$ cat config.mk
export PLATFORM = sky130hd
export DESIGN_NAME = err_status_dual
export DESIGN_NICKNAME = d
export VERILOG_FILES = /design/src/rtl/esr_pkg.sv /design/src/rtl/esr_mask_sel.sv /design/src/rtl/esr_bank.sv /design/src/rtl/esr_alert.sv /design/src/rtl/err_status_dual.sv
export SDC_FILE = /design/constraint.sdc
export NUM_CORES = 1
export LEC_CHECK = 0
export BUFFER_PORTS_ARGS = -buffer_cell sky130_fd_sc_hd__buf_2
export CELL_PAD_IN_SITES_DETAIL_PLACEMENT = 1
export CELL_PAD_IN_SITES_GLOBAL_PLACEMENT = 2
export CORE_MARGIN = 2
export CORE_UTILIZATION = 22
export CTS_CLUSTER_DIAMETER = 40
export CTS_CLUSTER_SIZE = 40
export DETAILED_ROUTE_END_ITERATION = 10
export GPL_TIMING_DRIVEN = 0
export HOLD_SLACK_MARGIN = 0.15
export PLACE_DENSITY_LB_ADDON = 0.1
export SYNTH_ARGS = -nofsm -noshare
export SYNTH_HDL_FRONTEND = slang
export SYNTH_SLANG_ARGS = --single-unit
$ cat constraint.sdc
create_clock -name clk_i -period 2.3 [get_ports clk_i]
set_input_delay 0.345 -clock clk_i [delete_from_list [all_inputs] [get_ports clk_i]]
set_output_delay 0.345 -clock clk_i [all_outputs]
set_load 0.02 [all_outputs]
$ cat src/rtl/esr_pkg.sv
package esr_pkg;
  typedef enum logic [2:0] {
    SLP_S0  = 3'd0,
    SLP_S1  = 3'd1,
    SLP_S3  = 3'd3,
    SLP_S45 = 3'd4
  } sleep_e;

  function automatic int addr_bits(input int n);
    return (n > 1) ? $clog2(n) : 1;
  endfunction
endpackage

$ cat src/rtl/esr_mask_sel.sv
module esr_mask_sel
  import esr_pkg::*;
#(
  parameter int EV_W = 64
) (
  input  logic            clk_i,
  input  logic            rst_ni,
  input  logic [EV_W-1:0] gen_mask_i,
  input  logic [EV_W-1:0] s1_mask_i,
  input  logic [EV_W-1:0] s3_mask_i,
  input  logic [EV_W-1:0] s45_mask_i,
  input  logic [2:0]      sleep_i,
  input  logic            trip_i,
  input  logic            trip_en_i,
  output logic [EV_W-1:0] en_o,
  output logic            sup_o
);
  logic [EV_W-1:0] slp_mask;

  always_comb begin
    case (sleep_i)
      SLP_S1:  slp_mask = s1_mask_i;
      SLP_S3:  slp_mask = s3_mask_i;
      SLP_S45: slp_mask = s45_mask_i;
      default: slp_mask = '0;
    endcase
  end

  assign en_o  = ~(gen_mask_i | slp_mask);
  assign sup_o = trip_en_i & trip_i;


  gen_mask_chk: assert property (@(posedge clk_i) disable iff (!rst_ni)
    (en_o & gen_mask_i) == '0);


  s0_only_gen_chk: assert property (@(posedge clk_i) disable iff (!rst_ni)
    (sleep_i == 3'd0) |-> (en_o == ~gen_mask_i));
endmodule

$ cat src/rtl/esr_bank.sv
module esr_bank
  import esr_pkg::*;
#(
  parameter int NUM_REGS = 8,
  parameter int REG_W    = 8
) (
  input  logic                          clk_i,
  input  logic                          rst_ni,
  input  logic [NUM_REGS*REG_W-1:0]     set_i,
  input  logic                          clr_i,
  input  logic [addr_bits(NUM_REGS)-1:0] clr_addr_i,
  input  logic [REG_W-1:0]              clr_data_i,
  output logic [NUM_REGS*REG_W-1:0]     stat_o
);
  localparam int EV_W = NUM_REGS * REG_W;
  localparam int AW   = addr_bits(NUM_REGS);

  logic [EV_W-1:0] clr_vec;
  logic [EV_W-1:0] stat_q;

  for (genvar r = 0; r < NUM_REGS; r++) begin : g_dec
    assign clr_vec[r*REG_W +: REG_W] =
      (clr_i && clr_addr_i == AW'(r)) ? clr_data_i : '0;
  end

  // clear has priority; a persisting event re-sets on the following edge
  always_ff @(posedge clk_i or negedge rst_ni) begin
    if (!rst_ni) stat_q <= '0;
    else         stat_q <= (stat_q | set_i) & ~clr_vec;
  end

  assign stat_o = stat_q;


  clr_wins_chk: assert property (@(posedge clk_i) disable iff (!rst_ni)
    1'b1 |=> ((stat_q & $past(clr_vec)) == '0));


  no_spont_set_chk: assert property (@(posedge clk_i) disable iff (!rst_ni)
    1'b1 |=> ((stat_q & ~$past(stat_q) & ~$past(set_i)) == '0));


  sticky_chk: assert property (@(posedge clk_i) disable iff (!rst_ni)
    1'b1 |=> (($past(stat_q) & ~$past(clr_vec) & ~stat_q) == '0));
endmodule

$ cat src/rtl/esr_alert.sv
module esr_alert #(
  parameter int EV_W     = 64,
  parameter int TEMP_CNT = 4
) (
  input  logic            clk_i,
  input  logic            rst_ni,
  input  logic [EV_W-1:0] stat_a_i,
  input  logic [EV_W-1:0] stat_b_i,
  input  logic [EV_W-1:0] event_i,
  input  logic [EV_W-1:0] en_i,
  input  logic            sup_i,
  input  logic            cmp_mode_i,
  output logic            alert_no
);
  logic [EV_W-1:0] temp_sel;
  logic            int_hit, cmp_hit, alert_q;

  for (genvar i = 0; i < EV_W; i++) begin : g_temp
    assign temp_sel[i] = (i < TEMP_CNT);
  end

  assign int_hit = |((stat_a_i | stat_b_i) & en_i);
  assign cmp_hit = !sup_i && (|(event_i & temp_sel & en_i));

  always_ff @(posedge clk_i or negedge rst_ni) begin
    if (!rst_ni) alert_q <= 1'b0;
    else         alert_q <= cmp_mode_i ? cmp_hit : int_hit;
  end

  assign alert_no = ~alert_q;


  int_alert_chk: assert property (@(posedge clk_i) disable iff (!rst_ni)
    (!cmp_mode_i && ((stat_a_i & en_i) != '0)) |=> !alert_no);


  cmp_ignores_status_chk: assert property (@(posedge clk_i) disable iff (!rst_ni)
    (cmp_mode_i && ((event_i & temp_sel) == '0)) |=> alert_no);


  trip_quiet_chk: assert property (@(posedge clk_i) disable iff (!rst_ni)
    (cmp_mode_i && sup_i) |=> alert_no);
endmodule

$ cat src/rtl/err_status_dual.sv
module err_status_dual
  import esr_pkg::*;
#(
  parameter int NUM_REGS = 8,
  parameter int REG_W    = 8,
  parameter int TEMP_CNT = 4,
  localparam int EV_W    = NUM_REGS * REG_W,
  localparam int AW      = addr_bits(NUM_REGS)
) (
  input  logic            clk_i,
  input  logic            rst_ni,
  input  logic [EV_W-1:0] event_i,
  input  logic [EV_W-1:0] gen_mask_i,
  input  logic [EV_W-1:0] s1_mask_i,
  input  logic [EV_W-1:0] s3_mask_i,
  input  logic [EV_W-1:0] s45_mask_i,
  input  logic [2:0]      sleep_i,
  input  logic            trip_i,
  input  logic            trip_en_i,
  input  logic            cmp_mode_i,
  input  logic            clr_a_i,
  input  logic [AW-1:0]   clr_a_addr_i,
  input  logic [REG_W-1:0] clr_a_data_i,
  input  logic            clr_b_i,
  input  logic [AW-1:0]   clr_b_addr_i,
  input  logic [REG_W-1:0] clr_b_data_i,
  output logic [EV_W-1:0] stat_a_o,
  output logic [EV_W-1:0] stat_b_o,
  output logic            alert_no
);
  localparam int NBANK = 2;

  logic [EV_W-1:0]  en, rec;
  logic             sup;
  logic             clr   [NBANK];
  logic [AW-1:0]    caddr [NBANK];
  logic [REG_W-1:0] cdata [NBANK];
  logic [EV_W-1:0]  stat  [NBANK];

  esr_mask_sel #(.EV_W(EV_W)) u_mask (
    .clk_i, .rst_ni,
    .gen_mask_i, .s1_mask_i, .s3_mask_i, .s45_mask_i,
    .sleep_i, .trip_i, .trip_en_i,
    .en_o (en),
    .sup_o(sup)
  );

  assign rec = sup ? '0 : (event_i & en);

  assign clr[0]   = clr_a_i;
  assign caddr[0] = clr_a_addr_i;
  assign cdata[0] = clr_a_data_i;
  assign clr[1]   = clr_b_i;
  assign caddr[1] = clr_b_addr_i;
  assign cdata[1] = clr_b_data_i;

  for (genvar k = 0; k < NBANK; k++) begin : g_bank
    esr_bank #(.NUM_REGS(NUM_REGS), .REG_W(REG_W)) u_bank (
      .clk_i, .rst_ni,
      .set_i     (rec),
      .clr_i     (clr[k]),
      .clr_addr_i(caddr[k]),
      .clr_data_i(cdata[k]),
      .stat_o    (stat[k])
    );
  end

  assign stat_a_o = stat[0];
  assign stat_b_o = stat[1];

  esr_alert #(.EV_W(EV_W), .TEMP_CNT(TEMP_CNT)) u_alert (
    .clk_i, .rst_ni,
    .stat_a_i  (stat[0]),
    .stat_b_i  (stat[1]),
    .event_i,
    .en_i      (en),
    .sup_i     (sup),
    .cmp_mode_i,
    .alert_no
  );


  a_clear_isolated_chk: assert property (@(posedge clk_i) disable iff (!rst_ni)
    (clr_a_i && !clr_b_i) |=> (($past(stat_b_o) & ~stat_b_o) == '0));


  b_clear_isolated_chk: assert property (@(posedge clk_i) disable iff (!rst_ni)
    (clr_b_i && !clr_a_i) |=> (($past(stat_a_o) & ~stat_a_o) == '0));
endmodule

# ---- Word-level counts from Yosys, hierarchy flattened
# Cells that the tools add are included.
dict set report totals {
  output_inout_bits 129
  regBits 129
}
dict set report op_classes {
  n_bitwise 14
  eq_ne 17
  reduce_logical 22
  mux 19
}
# cell n
set ops {}
lappend ops {{$and 64x64->64} 4}
lappend ops {{$or 64x64->64} 4}
lappend ops {{$not 64->64} 3}
lappend ops {{$pmux 64 s3} 1}
lappend ops {{$mux 8} 16}
lappend ops {{$reduce_or 64->1} 2}
lappend ops {{$and 4x64->64} 1}
lappend ops {{$mux 64} 1}
lappend ops {{$eq 3x3->1 const B} 9}
lappend ops {{$logic_and 1x1->1} 17}
lappend ops {{$eq 3x2->1 const B} 5}
lappend ops {{$eq 3x1->1 const B} 3}
lappend ops {{$logic_not 3->1} 2}
lappend ops {{$and 1x1->1} 1}
lappend ops {{$logic_not 1->1} 1}
lappend ops {{$mux 1} 1}
lappend ops {{$not 1->1} 1}

# ---- Logic depth before layout (Yosys ltp)
# Gate-level depths: netlist of the first run.
dict set report logic_depth {
  ltp_word 8
  mapped_depth 11
  mapped_depth_nobuf 7
}

# ---- Cells and area by module
# A second synthesis of the first run with hierarchy kept.
dict set report unflattened {
  hier_cells 771
  area_unflattened_um2 8027.7
}
# module area_each_um2 instances cells_each
set modules_own_cells {}
lappend modules_own_cells {esr_bank 2369.8 2 215}
lappend modules_own_cells {esr_mask_sel 2090.8 1 179}
lappend modules_own_cells {err_status_dual 670.6 1 70}
lappend modules_own_cells {esr_alert 526.8 1 92}

# ---- Worst setup path before layout of the first run
# Ideal clock, no wire load.
dict set report synth_path {
  path_type {in2reg}
  startpoint {input sleep_i[1]}
  endpoint {register u_alert.alert_q}
  setup_ns 0.134
  t_arrival_ns 1.925
  path_buffers 2
  slack_ns 0.241
  cell_stages 9
  cell_sequence {buf_4 nor3b_4 buf_6 a22oi_1 o211ai_1 nand4_1 or4_1 nor4_2 a31oi_1}
}
dict set report synth_via {
  elab_chain_len 8
  word_cells_on_any_way 12
}
# item line_no
set synth_lines {}
lappend synth_lines {{start, declared} err_status_dual.sv:17} ;# input logic [2:0] sleep_i,
lappend synth_lines {{$eq 3x3->1 (tied with other cells)} esr_mask_sel.sv:21} ;# case (sleep_i)
lappend synth_lines {{$pmux 64 s3 (*)} esr_mask_sel.sv:21}
lappend synth_lines {{$or 64x64->64 (*)} esr_mask_sel.sv:29} ;# assign en_o = ~(gen_mask_i | slp_mask);
lappend synth_lines {{$not 64->64 (*)} esr_mask_sel.sv:29}
lappend synth_lines {{$and 4x64->64} esr_alert.sv:23} ;# assign cmp_hit = !sup_i && (|(event_i & temp_sel & en_i));
lappend synth_lines {{$reduce_or 64->1} esr_alert.sv:23}
lappend synth_lines {{$logic_and 1x1->1} esr_alert.sv:23}
lappend synth_lines {{$mux 1 (*)} esr_alert.sv:27} ;# else alert_q <= cmp_mode_i ? cmp_hit : int_hit;
lappend synth_lines {{end signal, assigned} esr_alert.sv:27}
lappend synth_lines {{end, declared} esr_alert.sv:16} ;# logic int_hit, cmp_hit, alert_q;
# Mark *: on every way between the ends. The rest lies on a longest branch, timed or not.

# ---- Worst setup path in the final report of the first run
dict set report layout_path {
  startpoint {input sleep_i[2]}
  endpoint {register u_alert.alert_q}
}
# The elaborated chain is that of the path after synthesis.

==> results.ini, run 1 <==
[pwr]
peakVddDrop_mv=0.4387
internal_power_mw=5.024
p_sw_mw=2.774
leakage_nw=5.215
power_mw=7.798
pwr-share-clk_pct=35.7
p_sw_share_pct=35.58
power_frac_comb_pct=28.3
p_per_area_nw_per_um2=697.8
power_frac_seq_pct=36.0

[synth]
ys_warn_count=0
ys_types=52
ys_seq_area_share_pct=44.42
synthArstFlopShare_pct=100.0
syn_area_um2=7267
syn_area_per_cell_um2=8.972
ys_dominant_reg_cell=dfrtp_1
synthesis.nets=1162
synth_seq_cells=129
synth_edf_count=0
syn_inst=810

[global_routing]
antenna_found_initial=7
gr-total-overflow=0
track_usage_pct=28.05
grt_pass1_vias=9386
grt_max_degree=87
grt_pass1_wl_um=67070

[timing]
max_freq_ghz=0.4362
fin_crit_sh_pct=99.67
worst-slew-pin-transition_ns=1.351
slew_headroom_pct=9.627
skew_ns=0.01001
hold_viol_final=0
report.final.slew_viol_count=0
rsz0062_at_grt=true
finalSetupTns_ns=0
min_period_ns=2.293
setup_slack_ns=0.007488
setup_viol=0

[clocking]
cts_buffer_depth=2
numCtsBuffers=17
cts_tree=built
clock_sinks=129
h-tree-depth=4
clkTransAtPathRegs_ns=0.06
root_buffer=clkbuf_16
clk_latency_ns=0.42

[status]
status=finished clean

[setup_path]
critPathMaxStageDelay_ns=0.63
crit_type=in2reg
required_ns=2.60
crit_slowest_cell=or4_4
reg2reg_from=g_bank[1].u_bank.stat_o[21]
worstReg2RegEnd=u_alert.alert_q
cp.arrival_ns=2.59
path_common_cell=buf_6
reg2reg_depth=5
critPathBufInv=3
crit_fanout=10
cp_cell_sequence=buf_2, buf_6, nor3b_4, buf_6, a22oi_2, o211ai_1, nand4_1, or4_4, nor4_4, a31oi_1
r2r_slack_ns=0.23
cp_top_family=simple AND/OR/NAND/NOR gates
setup.worst_path.end_class=flop
critPathLaunchType=primary input

[floorplan]
die_area_um2=34500
die_w_um=185.7
start_util_pct=22.34
core_um2=32540
rows=66
die_y_um=185.7
io_pins=481

[routing]
avgViaCountPerCell=5.023
drt_iter0_drc=437
wl_met3_um=2709
top_layer=met4
num_vias=8905
drt-pass1-iter-count=5
wirelength_um=49310
routedWlPerCell_um=27.81
detail-route-antenna-nets=0
dr_wl_met2_um=25290
remaining_drc_errors=0
wl_met1_um=20180

[finish]
multi_input_area_um2=3682
syn2layout_area_growth_pct=53.79
layout_commonest_cell=buf_2
drive_gt1_share_pct=44.57
area.sequential_um2=3228
fillerInstances=4023
nNetsFinal=1666
final_cell_mix=468 x buf_2, 129 x dfrtp_1, 120 x nor2_1, 85 x a21oi_1, 72 x a22oi_1
final_area_um2=11180

[place]
io_buffers=463
dp_hpwl_um=39590
placed_area_um2=10240
place_congestion=0.8153
pre_cts_ws_ns=-0.9058

[worst_hold_path]
whs_endpoint=g_bank[1].u_bank.stat_o[8]
min_delay_path_depth=3
min_from=event_i[8]
holdCritPathClass=in2reg

[run]
cap_violations=0

-- flip-flops by register name (all words and copies together) (netlist names) --
register / flops
u_alert.alert_q: 1
g_bank.u_bank.stat_o: 128
-- routing by layer --
metal  GRT usage, %  up-vias
li1               -     4028
met1          33.79     4480
met2          50.78      350
met3          4.872       47
met4          8.346        0
met5              0        -
-- what timing repair did --
item,CTS,global route
buffers inserted,2,14
hold buffers,1,0
pin swaps,0,12
setup endpoints to repair,40,5
cloned,0,0
gates resized for setup,6,51
endpoints found under the hold margin,43,0
-- power groups by stage --
stage | Combinational, mW | Sequential, mW | Clock, mW
CTS | 2.18 | 2.80 | 2.82
global route | 2.38 | 2.85 | 2.91
finish | 2.21 | 2.80 | 2.79
detailed placement | 2.17 | 2.84 | 0
floorplan | 0.666 | 3.15 | 0
global placement | 2.14 | 2.83 | 0
-- stage by stage --
step	instances	utilization [%]	hold WS [ns]
after floorplan	810	-	0.04941
after global routing	1769	34.32	0.2196
after detailed placement	1720	31.46	0.3046
after CTS	1754	33.38	0.2004
final	1773	34.35	0.2066
after global placement	1715	31.16	0.5270
-- final cells by class --
type	instances	area share (%)
diodes	5	0.1120
plain buffers	50	3.180
clock buffers	19	4.053
clock inverters	12	1.187
inverters	52	1.747
multi-input cells	579	32.95
flip-flops and latches	129	28.88
well taps	442	4.949
repair buffers	485	22.94
-- how the worst max path moves through the flow --
stage,endpoint,slack (ns),startpoint,cells past startpoint
finish,u_alert.alert_q,0.007,sleep_i[2],10
floorplan,u_alert.alert_q,0.24,sleep_i[1],9
global placement,g_bank[1].u_bank.stat_o[50],-1.16,rst_ni,1
global route,u_alert.alert_q,-0.04,sleep_i[2],11
CTS,u_alert.alert_q,-0.17,sleep_i[0],10
detailed placement,u_alert.alert_q,-0.91,sleep_i[2],10
-- cell families after synthesis --
logic type	share of synthesized area, %
buffers and inverters	6.560
muxes	4.167
and+or+nand+nor	18.77
DFF	44.42
AOI/OAI and AO/OA	26.08
-- cell usage after synthesis, types with 2 or more instances --
cell type	count	share of area, %
o2111ai_1	2	0.24
clkbuf_1	8	0.41
a21oi_1	87	6.0
buf_4	7	0.72
and4bb_1	4	0.69
nor4bb_1	8	1.1
nor3b_4	2	0.52
o21ai_0	37	2.5
mux2_1	2	0.31
nand4_1	14	1.2
and4b_1	2	0.28
buf_6	7	1.1
a211oi_1	26	2.7
nand2_1	25	1.3
inv_1	52	2.7
nand3_1	25	1.7
or2_2	4	0.34
nand2b_1	7	0.60
mux2i_1	10	1.4
and4_1	2	0.24
nor2_1	120	6.2
nor4_1	3	0.26
a22oi_1	74	7.6
and2b_1	2	0.21
a2111o_1	3	0.46
buf_1	16	0.83
buf_2	12	0.83
mux2_2	16	2.5
o211ai_1	7	0.72
a31oi_1	4	0.34
a221oi_1	14	1.7
nor3_1	14	0.96
a22o_1	13	1.6
and3_1	27	2.3
dfrtp_1	129	44
a2bb2oi_1	2	0.24
a2111oi_0	8	0.96
-- worst reg2reg max path: cells and delay by family, from the launching register on --
kind	cells	cell delay (ns)
and+or+nand+nor	3	1.09
AOI/OAI and AO/OA	2	0.44
DFF	1	0.40
(Power assumes the default switching activity.)
==> inputs of run 2 (changes only) <==
--- a/config.mk
+++ b/config.mk
@@ -8,14 +8,15 @@
 export BUFFER_PORTS_ARGS = -buffer_cell sky130_fd_sc_hd__buf_2
 export CELL_PAD_IN_SITES_DETAIL_PLACEMENT = 1
 export CELL_PAD_IN_SITES_GLOBAL_PLACEMENT = 2
-export CORE_MARGIN = 2
-export CORE_UTILIZATION = 22
+export CORE_AREA = 2 2 188 190
 export CTS_CLUSTER_DIAMETER = 40
 export CTS_CLUSTER_SIZE = 40
 export DETAILED_ROUTE_END_ITERATION = 10
+export DIE_AREA = 0 0 190 192
 export GPL_TIMING_DRIVEN = 0
 export HOLD_SLACK_MARGIN = 0.15
 export PLACE_DENSITY_LB_ADDON = 0.1
 export SYNTH_ARGS = -nofsm -noshare
 export SYNTH_HDL_FRONTEND = slang
+export SYNTH_HIERARCHICAL = 1
 export SYNTH_SLANG_ARGS = --single-unit
==> run 2 against run 1 <==
Compared with the run above:
- register-to-register slack improved by 0.06 ns
- sequential cell count unchanged
- die area increased by 5.7%
- combinational power increased by 4%
- routed wire length decreased by 7.2%
- total power increased by 0.55%
- synthesized cell count decreased by 4.8%
- maximum frequency increased by 2.4%
- non-clock buffer count increased by 6
- sequential power increased by 1%
- sequential share of layout area decreased by 1.6 points
==> results.ini, run 2 <==
[routing]
drt_iter0_drc=382  ; -13%
num_vias=8656  ; -2.8%
detail-route-antenna-nets=0  ; unchanged
avgViaCountPerCell=4.980  ; -0.84%
routedWlPerCell_um=26.34  ; -5.3%
wirelength_um=45780  ; -7.2%
remaining_drc_errors=0  ; unchanged
drt-pass1-iter-count=5  ; unchanged

[synth]
syn_inst=771  ; -4.8%
synth_edf_count=0  ; unchanged
synthesis.nets=1123  ; -3.4%
ys_top_cells_by_count=129 x dfrtp_1, 129 x nor2_1, 128 x a21oi_1, 64 x and3b_2, 44 x mux2_2
syn_area_per_cell_um2=10.41  ; +16%
ys_types=37  ; -29%
synth_top_area_share_pct=40.21  ; -4.2 points
ys_seq_area_share_pct=40.21  ; -4.2 points
synth_area_leaders=dfrtp_1 40%, a21oi_1 8.0%, and3b_2 8.0%, mux2_2 6.2%, nor2_1 6.0%
yosys.area.top_type=dfrtp_1
synth_seq_cells=129  ; unchanged
synthArstFlopShare_pct=100.0  ; unchanged
syn_area_um2=8028  ; +10%
ys_dominant_reg_cell=dfrtp_1
ys_warn_count=6  ; +6

[global_routing]
grt_max_degree=77  ; -11%
grt_pass1_wl_um=63740  ; -5.0%
track_usage_pct=24.49  ; -3.6 points
grt_pass1_vias=9021  ; -3.9%
gr-total-overflow=0  ; unchanged
antenna_found_initial=3  ; -4

[finish]
drive_gt1_share_pct=58.59  ; +14 points
finalNonFillerCells=1738  ; -2.0%
nNetsFinal=1619  ; -2.8%
syn2layout_area_growth_pct=47.35
layout_commonest_cell=buf_2
final_util_pct=34.50  ; +0.15 points
largest_reg_flops=128  ; unchanged
fillerInstances=4039  ; +0.40%
final_area_um2=11830  ; +5.8%
final_cell_mix=471 x buf_2, 129 x nor2_1, 129 x dfrtp_1, 128 x a21oi_1, 64 x and3b_2

[clocking]
clkTransAtPathRegs_ns=0.06  ; about the same
cts_buffer_depth=2  ; unchanged
h-tree-depth=4  ; unchanged
root_buffer=clkbuf_16
clock_sinks=129  ; unchanged
clk_latency_ns=0.43  ; about the same
numCtsBuffers=17  ; unchanged
cts_tree=built

[timing]
min_period_ns=2.239  ; -0.05317 ns
max_freq_ghz=0.4466  ; +2.4%
setup_viol=0  ; unchanged
skew_ns=0.01235  ; +0.002336 ns
fin_crit_sh_pct=97.36  ; -2.3 points
worst-slew-pin-transition_ns=1.012  ; -0.3388 ns
report.final.slew_viol_count=0  ; unchanged
fin_hold_ws_ns=0.3265  ; +0.1199 ns
rsz0062_at_grt=false
finalSetupTns_ns=0  ; unchanged
slew_headroom_pct=32.54  ; +23 points
hold_viol_final=0  ; unchanged

[setup_path]
required_ns=2.67  ; +0.07 ns
setup.worst_path.end_class=flop
crit_fanout=10  ; unchanged
path_common_cell=nand4_1
crit_slowest_cell=a2111oi_2
cp_top_family=compound AO/OA/AOI/OAI gates
cp.arrival_ns=2.61  ; +0.02 ns
critPathMaxStageDelay_ns=0.50  ; -0.13 ns
cp_cell_sequence=buf_2, clkbuf_1, and4bb_2, a2111oi_2, o21ai_0, nand4_1, nor2_1, nand4_1, o41a_1
critPathLaunchType=primary input
critPathBufInv=2  ; -1
crit_type=in2reg

[floorplan]
die_y_um=192  ; +3.4%
rows=68  ; +3.0%
io_pins=481  ; unchanged
die_area_um2=36480  ; +5.7%
core_um2=34290  ; +5.4%
die_w_um=190  ; +2.3%
start_util_pct=23.41  ; +1.1 points

[place]
dp.cells=1691  ; -1.7%
placed_area_um2=10950  ; +7.0%
io_buffers=464  ; +0.22%
dp_hpwl_um=36480  ; -7.9%
place_congestion=0.8080  ; -0.90%

[run]
cap_violations=0  ; unchanged

[pwr]
leakage_nw=5.240  ; +0.46%
peakVddDrop_mv=0.4888  ; +11%
p_per_area_nw_per_um2=662.8  ; -5.0%

[worst_hold_path]
holdCritPathClass=in2reg

[status]
status=finished clean

[run 2: worst min-delay path: stages]
cell and delay [ns]:
buf_2 0.15, o21ai_0 0.09, o41a_1 0.14
[run 2: per-stage QoR]
step / worst slack [ns] / power (mW)
after global routing: 0.006143 / 8.200
final: 0.06066 / 7.841
after floorplan: 0.1942 / 3.931
after detailed placement: -1.138 / 5.127
after global placement: -1.176 / 5.096
after CTS: 0.0002480 / 7.878
[run 2: worst paths after layout]
check / from / end / slack, ns / cells after the start
worst max-delay path: sleep_i[1] / u_alert/alert_q / 0.06 / 9
worst min-delay path: cmp_mode_i / u_alert/alert_q / 0.33 / 3
worst max register to register: g_bank[1].u_bank/stat_o[55] / u_alert/alert_q / 0.29 / 5
worst min register to register: g_bank[1].u_bank/stat_o[9] / g_bank[1].u_bank/stat_o[9] / 0.54 / 2
max in group asynchronous: rst_ni / g_bank[0].u_bank/stat_o[3] / 1.05 / 3
min in group asynchronous: rst_ni / g_bank[0].u_bank/stat_o[37] / 0.43 / 2
[run 2: area by class of cell]
class	instances	area, um^2	share of cell area [%]
clock inverters	13	126.4	1.068
multi-input cells	577	4438	37.52
plain buffers	64	524.3	4.432
repair buffers	477	2479	20.95
diodes	3	7.507	0.06347
clock buffers	19	452.9	3.829
well taps	455	569.3	4.813
flip-flops and latches	129	3228	27.29
inverters	1	3.754	0.03173
[run 2: cell families after synthesis]
family,after synthesis,synth area share [%]
flip-flops,129,40.21
multiplexers,45,6.359
AND/OR/NAND/NOR,272,24.38
buffers and inverters,65,5.969
AO/OA/AOI/OAI,260,23.08
[run 2: where the power goes]
group	switching, mW	internal [mW]	leakage (nW)
Clock	1.15	1.56	0.273
Combinational	1.42	0.872	3.69
Sequential	0.259	2.58	1.28
[run 2: repair_timing]
| item | 4_1_cts | 5_1_grt |
|---|---|---|
| endpoints found under the hold margin | 53 | 0 |
| gates cloned | 0 | 1 |
| hold buffers | 1 | 0 |
| pin swaps | 10 | 12 |
| gates resized for setup | 21 | 27 |
| setup endpoints to repair | 1 | 1 |
| setup buffers | 4 | 6 |
[run 2: layer usage]
| metal | routed length (um) | vias to the layer above | share of wire [%] | GRT usage (%) |
|---|---|---|---|---|
| met5 | 0 | - | 0 | 0 |
| met3 | 2549 | 31 | 5.6 | 5.408 |
| met2 | 23280 | 305 | 51 | 43.64 |
| met4 | 784 | 0 | 1.7 | 5.426 |
| met1 | 19170 | 4384 | 42 | 30.10 |
| li1 | - | 3936 | - | - |
==> inputs of run 3 (changes only) <==
--- a/config.mk
+++ b/config.mk
@@ -5,14 +5,15 @@
 export SDC_FILE = /design/constraint.sdc
 export NUM_CORES = 1
 export LEC_CHECK = 0
+export ABC_AREA = 1
 export BUFFER_PORTS_ARGS = -buffer_cell sky130_fd_sc_hd__buf_2
 export CELL_PAD_IN_SITES_DETAIL_PLACEMENT = 1
 export CELL_PAD_IN_SITES_GLOBAL_PLACEMENT = 2
-export CORE_AREA = 2 2 188 190
+export CORE_MARGIN = 2
+export CORE_UTILIZATION = 23
 export CTS_CLUSTER_DIAMETER = 40
 export CTS_CLUSTER_SIZE = 40
 export DETAILED_ROUTE_END_ITERATION = 10
-export DIE_AREA = 0 0 190 192
 export GPL_TIMING_DRIVEN = 0
 export HOLD_SLACK_MARGIN = 0.15
 export PLACE_DENSITY_LB_ADDON = 0.1
==> run 3 against run 2 <==
Compared with the run above:
- worst hold slack worse by 0.10 ns
- total power grew 2.8%
- sequential cell count unchanged
- maximum frequency grew 4.6%
- highest routed layer is now met5
==> results.ini, run 3 <==
[routing]
drt_iter0_drc=573  ; +50%
remaining_drc_errors=0  ; unchanged
routedWlPerCell_um=22.31  ; -15%
num_vias=10820  ; +25%
avgViaCountPerCell=4.587  ; -7.9%
detail-route-antenna-nets=0  ; unchanged
drt-pass1-iter-count=5  ; unchanged
wirelength_um=52640  ; +15%

[finish]
drive_gt1_share_pct=39.34  ; -19 points
finalNonFillerCells=2359  ; +36%
layout_commonest_cell=buf_2
largest_reg_flops=128  ; unchanged
final_util_pct=32.27  ; -2.2 points
syn2layout_area_growth_pct=39.01
final_cell_mix=485 x buf_2, 211 x nand2_1, 205 x inv_1, 164 x nor2_1, 158 x nand3_1
fillerInstances=5139  ; +27%
nNetsFinal=2169  ; +34%

[global_routing]
grt_max_degree=73  ; -5.2%
grt_pass1_vias=11300  ; +25%
met1_usage_pct=31.98  ; +1.9 points
track_usage_pct=24.98  ; +0.49 points
antenna_found_initial=6  ; +3
met3_usage_pct=4.528  ; -0.88 points
gr-total-overflow=0  ; unchanged
grt_pass1_wl_um=75170  ; +18%
top_usage_layer=met2
grtUsageMet2_pct=44.16  ; +0.52 points

[pwr]
peakVddDrop_mv=0.4912  ; +0.50%
leakage_nw=6.463  ; +23%
p_per_area_nw_per_um2=630.2  ; -4.9%

[timing]
fin_crit_sh_pct=93.11  ; -4.3 points
setup_viol=0  ; unchanged
worst-slew-pin-transition_ns=1.065  ; +0.05366 ns
skew_ns=0.01373  ; +0.001387 ns
rsz0062_at_grt=false
min_period_ns=2.141  ; -0.09792 ns
max_freq_ghz=0.4670  ; +4.6%
hold_viol_final=0  ; unchanged
setup_slack_ns=0.1586  ; +0.09792 ns
slew_headroom_pct=28.97  ; -3.6 points
report.final.slew_viol_count=0  ; unchanged

[clocking]
cts_buffer_depth=2  ; unchanged
clk_latency_ns=0.44  ; about the same
postCtsSetupBuffers=0  ; -4
root_buffer=clkbuf_16
clkTransAtPathRegs_ns=0.07  ; about the same
clock_sinks=129  ; unchanged
h-tree-depth=4  ; unchanged
numCtsBuffers=17  ; unchanged
cts_tree=built

[floorplan]
io_pins=481  ; unchanged
core_um2=39640  ; +16%
die_y_um=204.0  ; +6.3%
die_w_um=204.0  ; +7.4%
die_area_um2=41620  ; +14%
start_util_pct=23.21  ; -0.20 points
rows=73  ; +7.4%

[synth]
ys_seq_area_share_pct=35.08  ; -5.1 points
synth_edf_count=0  ; unchanged
synth_most_common_cell=nand2_1
synth_area_leaders=dfrtp_1 35%, nand2_1 8.6%, nand3_1 8.6%, inv_1 8.4%, or2_2 7.6%
ys_warn_count=6  ; unchanged
synth_top_area_share_pct=35.08  ; -5.1 points
syn_inst=1334  ; +73%
syn_area_per_cell_um2=6.898  ; -34%
yosys.area.top_type=dfrtp_1
syn_area_um2=9201  ; +15%
synth_seq_cells=129  ; unchanged
ys_dominant_reg_cell=dfrtp_1
synthesis.nets=1686  ; +50%
ys_top_cells_by_count=211 x nand2_1, 205 x inv_1, 164 x nor2_1, 158 x nand3_1, 129 x dfrtp_1
ys_types=24  ; -35%
synthArstFlopShare_pct=100.0  ; unchanged

[setup_path]
critPathBufInv=3  ; +1
cp_cell_sequence=buf_4, buf_4, buf_2, nand4_1, o21ai_1, nor2_1, o21ai_1, nand2_1, nor2_1, nand2_1, nor2_1, nand3_1, nor2_1, nor2_1
critPathLaunchType=primary input
critPathMaxStageDelay_ns=0.29  ; -0.21 ns
cp.arrival_ns=2.47  ; -0.14 ns
required_ns=2.63  ; -0.04 ns
reg2reg_from=g_bank[1].u_bank/stat_o[54]
path_common_cell=nor2_1
reg2reg_depth=8  ; +3
r2r_slack_ns=0.60  ; +0.31 ns
setup.worst_path.end_class=flop
crit_slowest_cell=buf_4
crit_fanout=10  ; unchanged
crit_type=in2reg
worstReg2RegEnd=u_alert/alert_q
cp_top_family=simple AND/OR/NAND/NOR gates

[place]
place_congestion=0.8293  ; +2.6%
dp_hpwl_um=41890  ; +15%
dp.cells=2322  ; +37%
pre_cts_ws_ns=-0.5646  ; +0.5733 ns
io_buffers=462  ; -0.43%

[run]
cap_violations=0  ; unchanged

[worst_hold_path]
holdCritPathClass=in2reg
whs_endpoint=u_alert/alert_q
min_from=cmp_mode_i
min_delay_path_depth=4  ; +1

[status]
status=finished clean

-- run 3: cell types whose count changed in the layout (fill, tap and decap cells not counted), moves of 44 or more --
| cell | delta |
|---|---|
| mux2_2 | -44 |
| inv_1 | +204 |
| nand4_1 | +76 |
| and3b_2 | -64 |
| o21ai_1 | +58 |
| nand2_1 | +210 |
| nand3_1 | +157 |
| or2_2 | +112 |
| a21oi_1 | -112 |
-- run 3: cells by family after synthesis --
logic type	synth area share (%)
flip-flops	35.08
buffers and inverters	14.14
AO/OA/AOI/OAI	11.79
AND/OR/NAND/NOR	38.99
-- run 3: through the flow --
step / instance area, um^2 / power (mW) / TNS (ns) / hold WS [ns]
after floorplan: 9201 / 4.168 / 0 / 0.04941
after global placement: 12170 / 5.401 / -160.74 / 0.5218
after detailed placement: 12200 / 5.437 / -0.5646 / 0.3850
after CTS: 12780 / 8.159 / 0 / 0.2253
after global routing: 12780 / 8.486 / 0 / 0.2575
final: 12790 / 8.061 / 0 / 0.2268
-- run 3: worst max-delay path by stage --
stage | endpoint | slack, ns | cells after the start | from
floorplan | u_alert/alert_q | 0.60 | 14 | sleep_i[0]
global placement | g_bank[1].u_bank/stat_o[34] | -1.26 | 1 | rst_ni
detailed placement | u_alert/alert_q | -0.56 | 14 | sleep_i[1]
CTS | u_alert/alert_q | 0.1 | 14 | sleep_i[1]
global route | u_alert/alert_q | 0.02 | 14 | sleep_i[1]
finish | u_alert/alert_q | 0.16 | 14 | sleep_i[0]
-- run 3: repair_timing --
item / 4_1_cts / 5_1_grt
gates resized for setup: 1 / 0
endpoints found under the setup margin: 1 / 0
hold endpoints to repair: 57 / 0
hold buffers: 1 / 0
-- run 3: final cells by class --
cell class              count  area, um^2  share of cell area (%)
well taps                 525       656.9                   5.135
multi-input cells         914        4679                   36.58
diodes                      4       10.01                 0.07826
plain buffers              80       506.7                   3.962
repair buffers            464        2356                   18.42
clock inverters            10       85.08                  0.6652
clock buffers              22       474.2                   3.707
inverters                 211       794.5                   6.211
flip-flops and latches    129        3228                   25.24
-- run 3: per-layer routing --
layer	vias to the layer above	part of all wire, %	wire, um
met5	-	0.091	48
met4	8	1.0	544
met3	38	5.5	2906
met2	333	50	26290
met1	5209	43	22850
li1	5233	-	-
-- run 3: power by group --
part / switching, mW / internal [mW] / leakage, nW / total (mW)
sequential: 0.233 / 2.58 / 1.27 / 2.81
combinational: 1.65 / 0.923 / 4.92 / 2.57
clock: 1.12 / 1.56 / 0.268 / 2.68
-- run 3: tightest hold or removal path: stages --
cell and delay (ns):
buf_2 0.08, inv_1 0.05, nor2_1 0.10, nor2_1 0.06
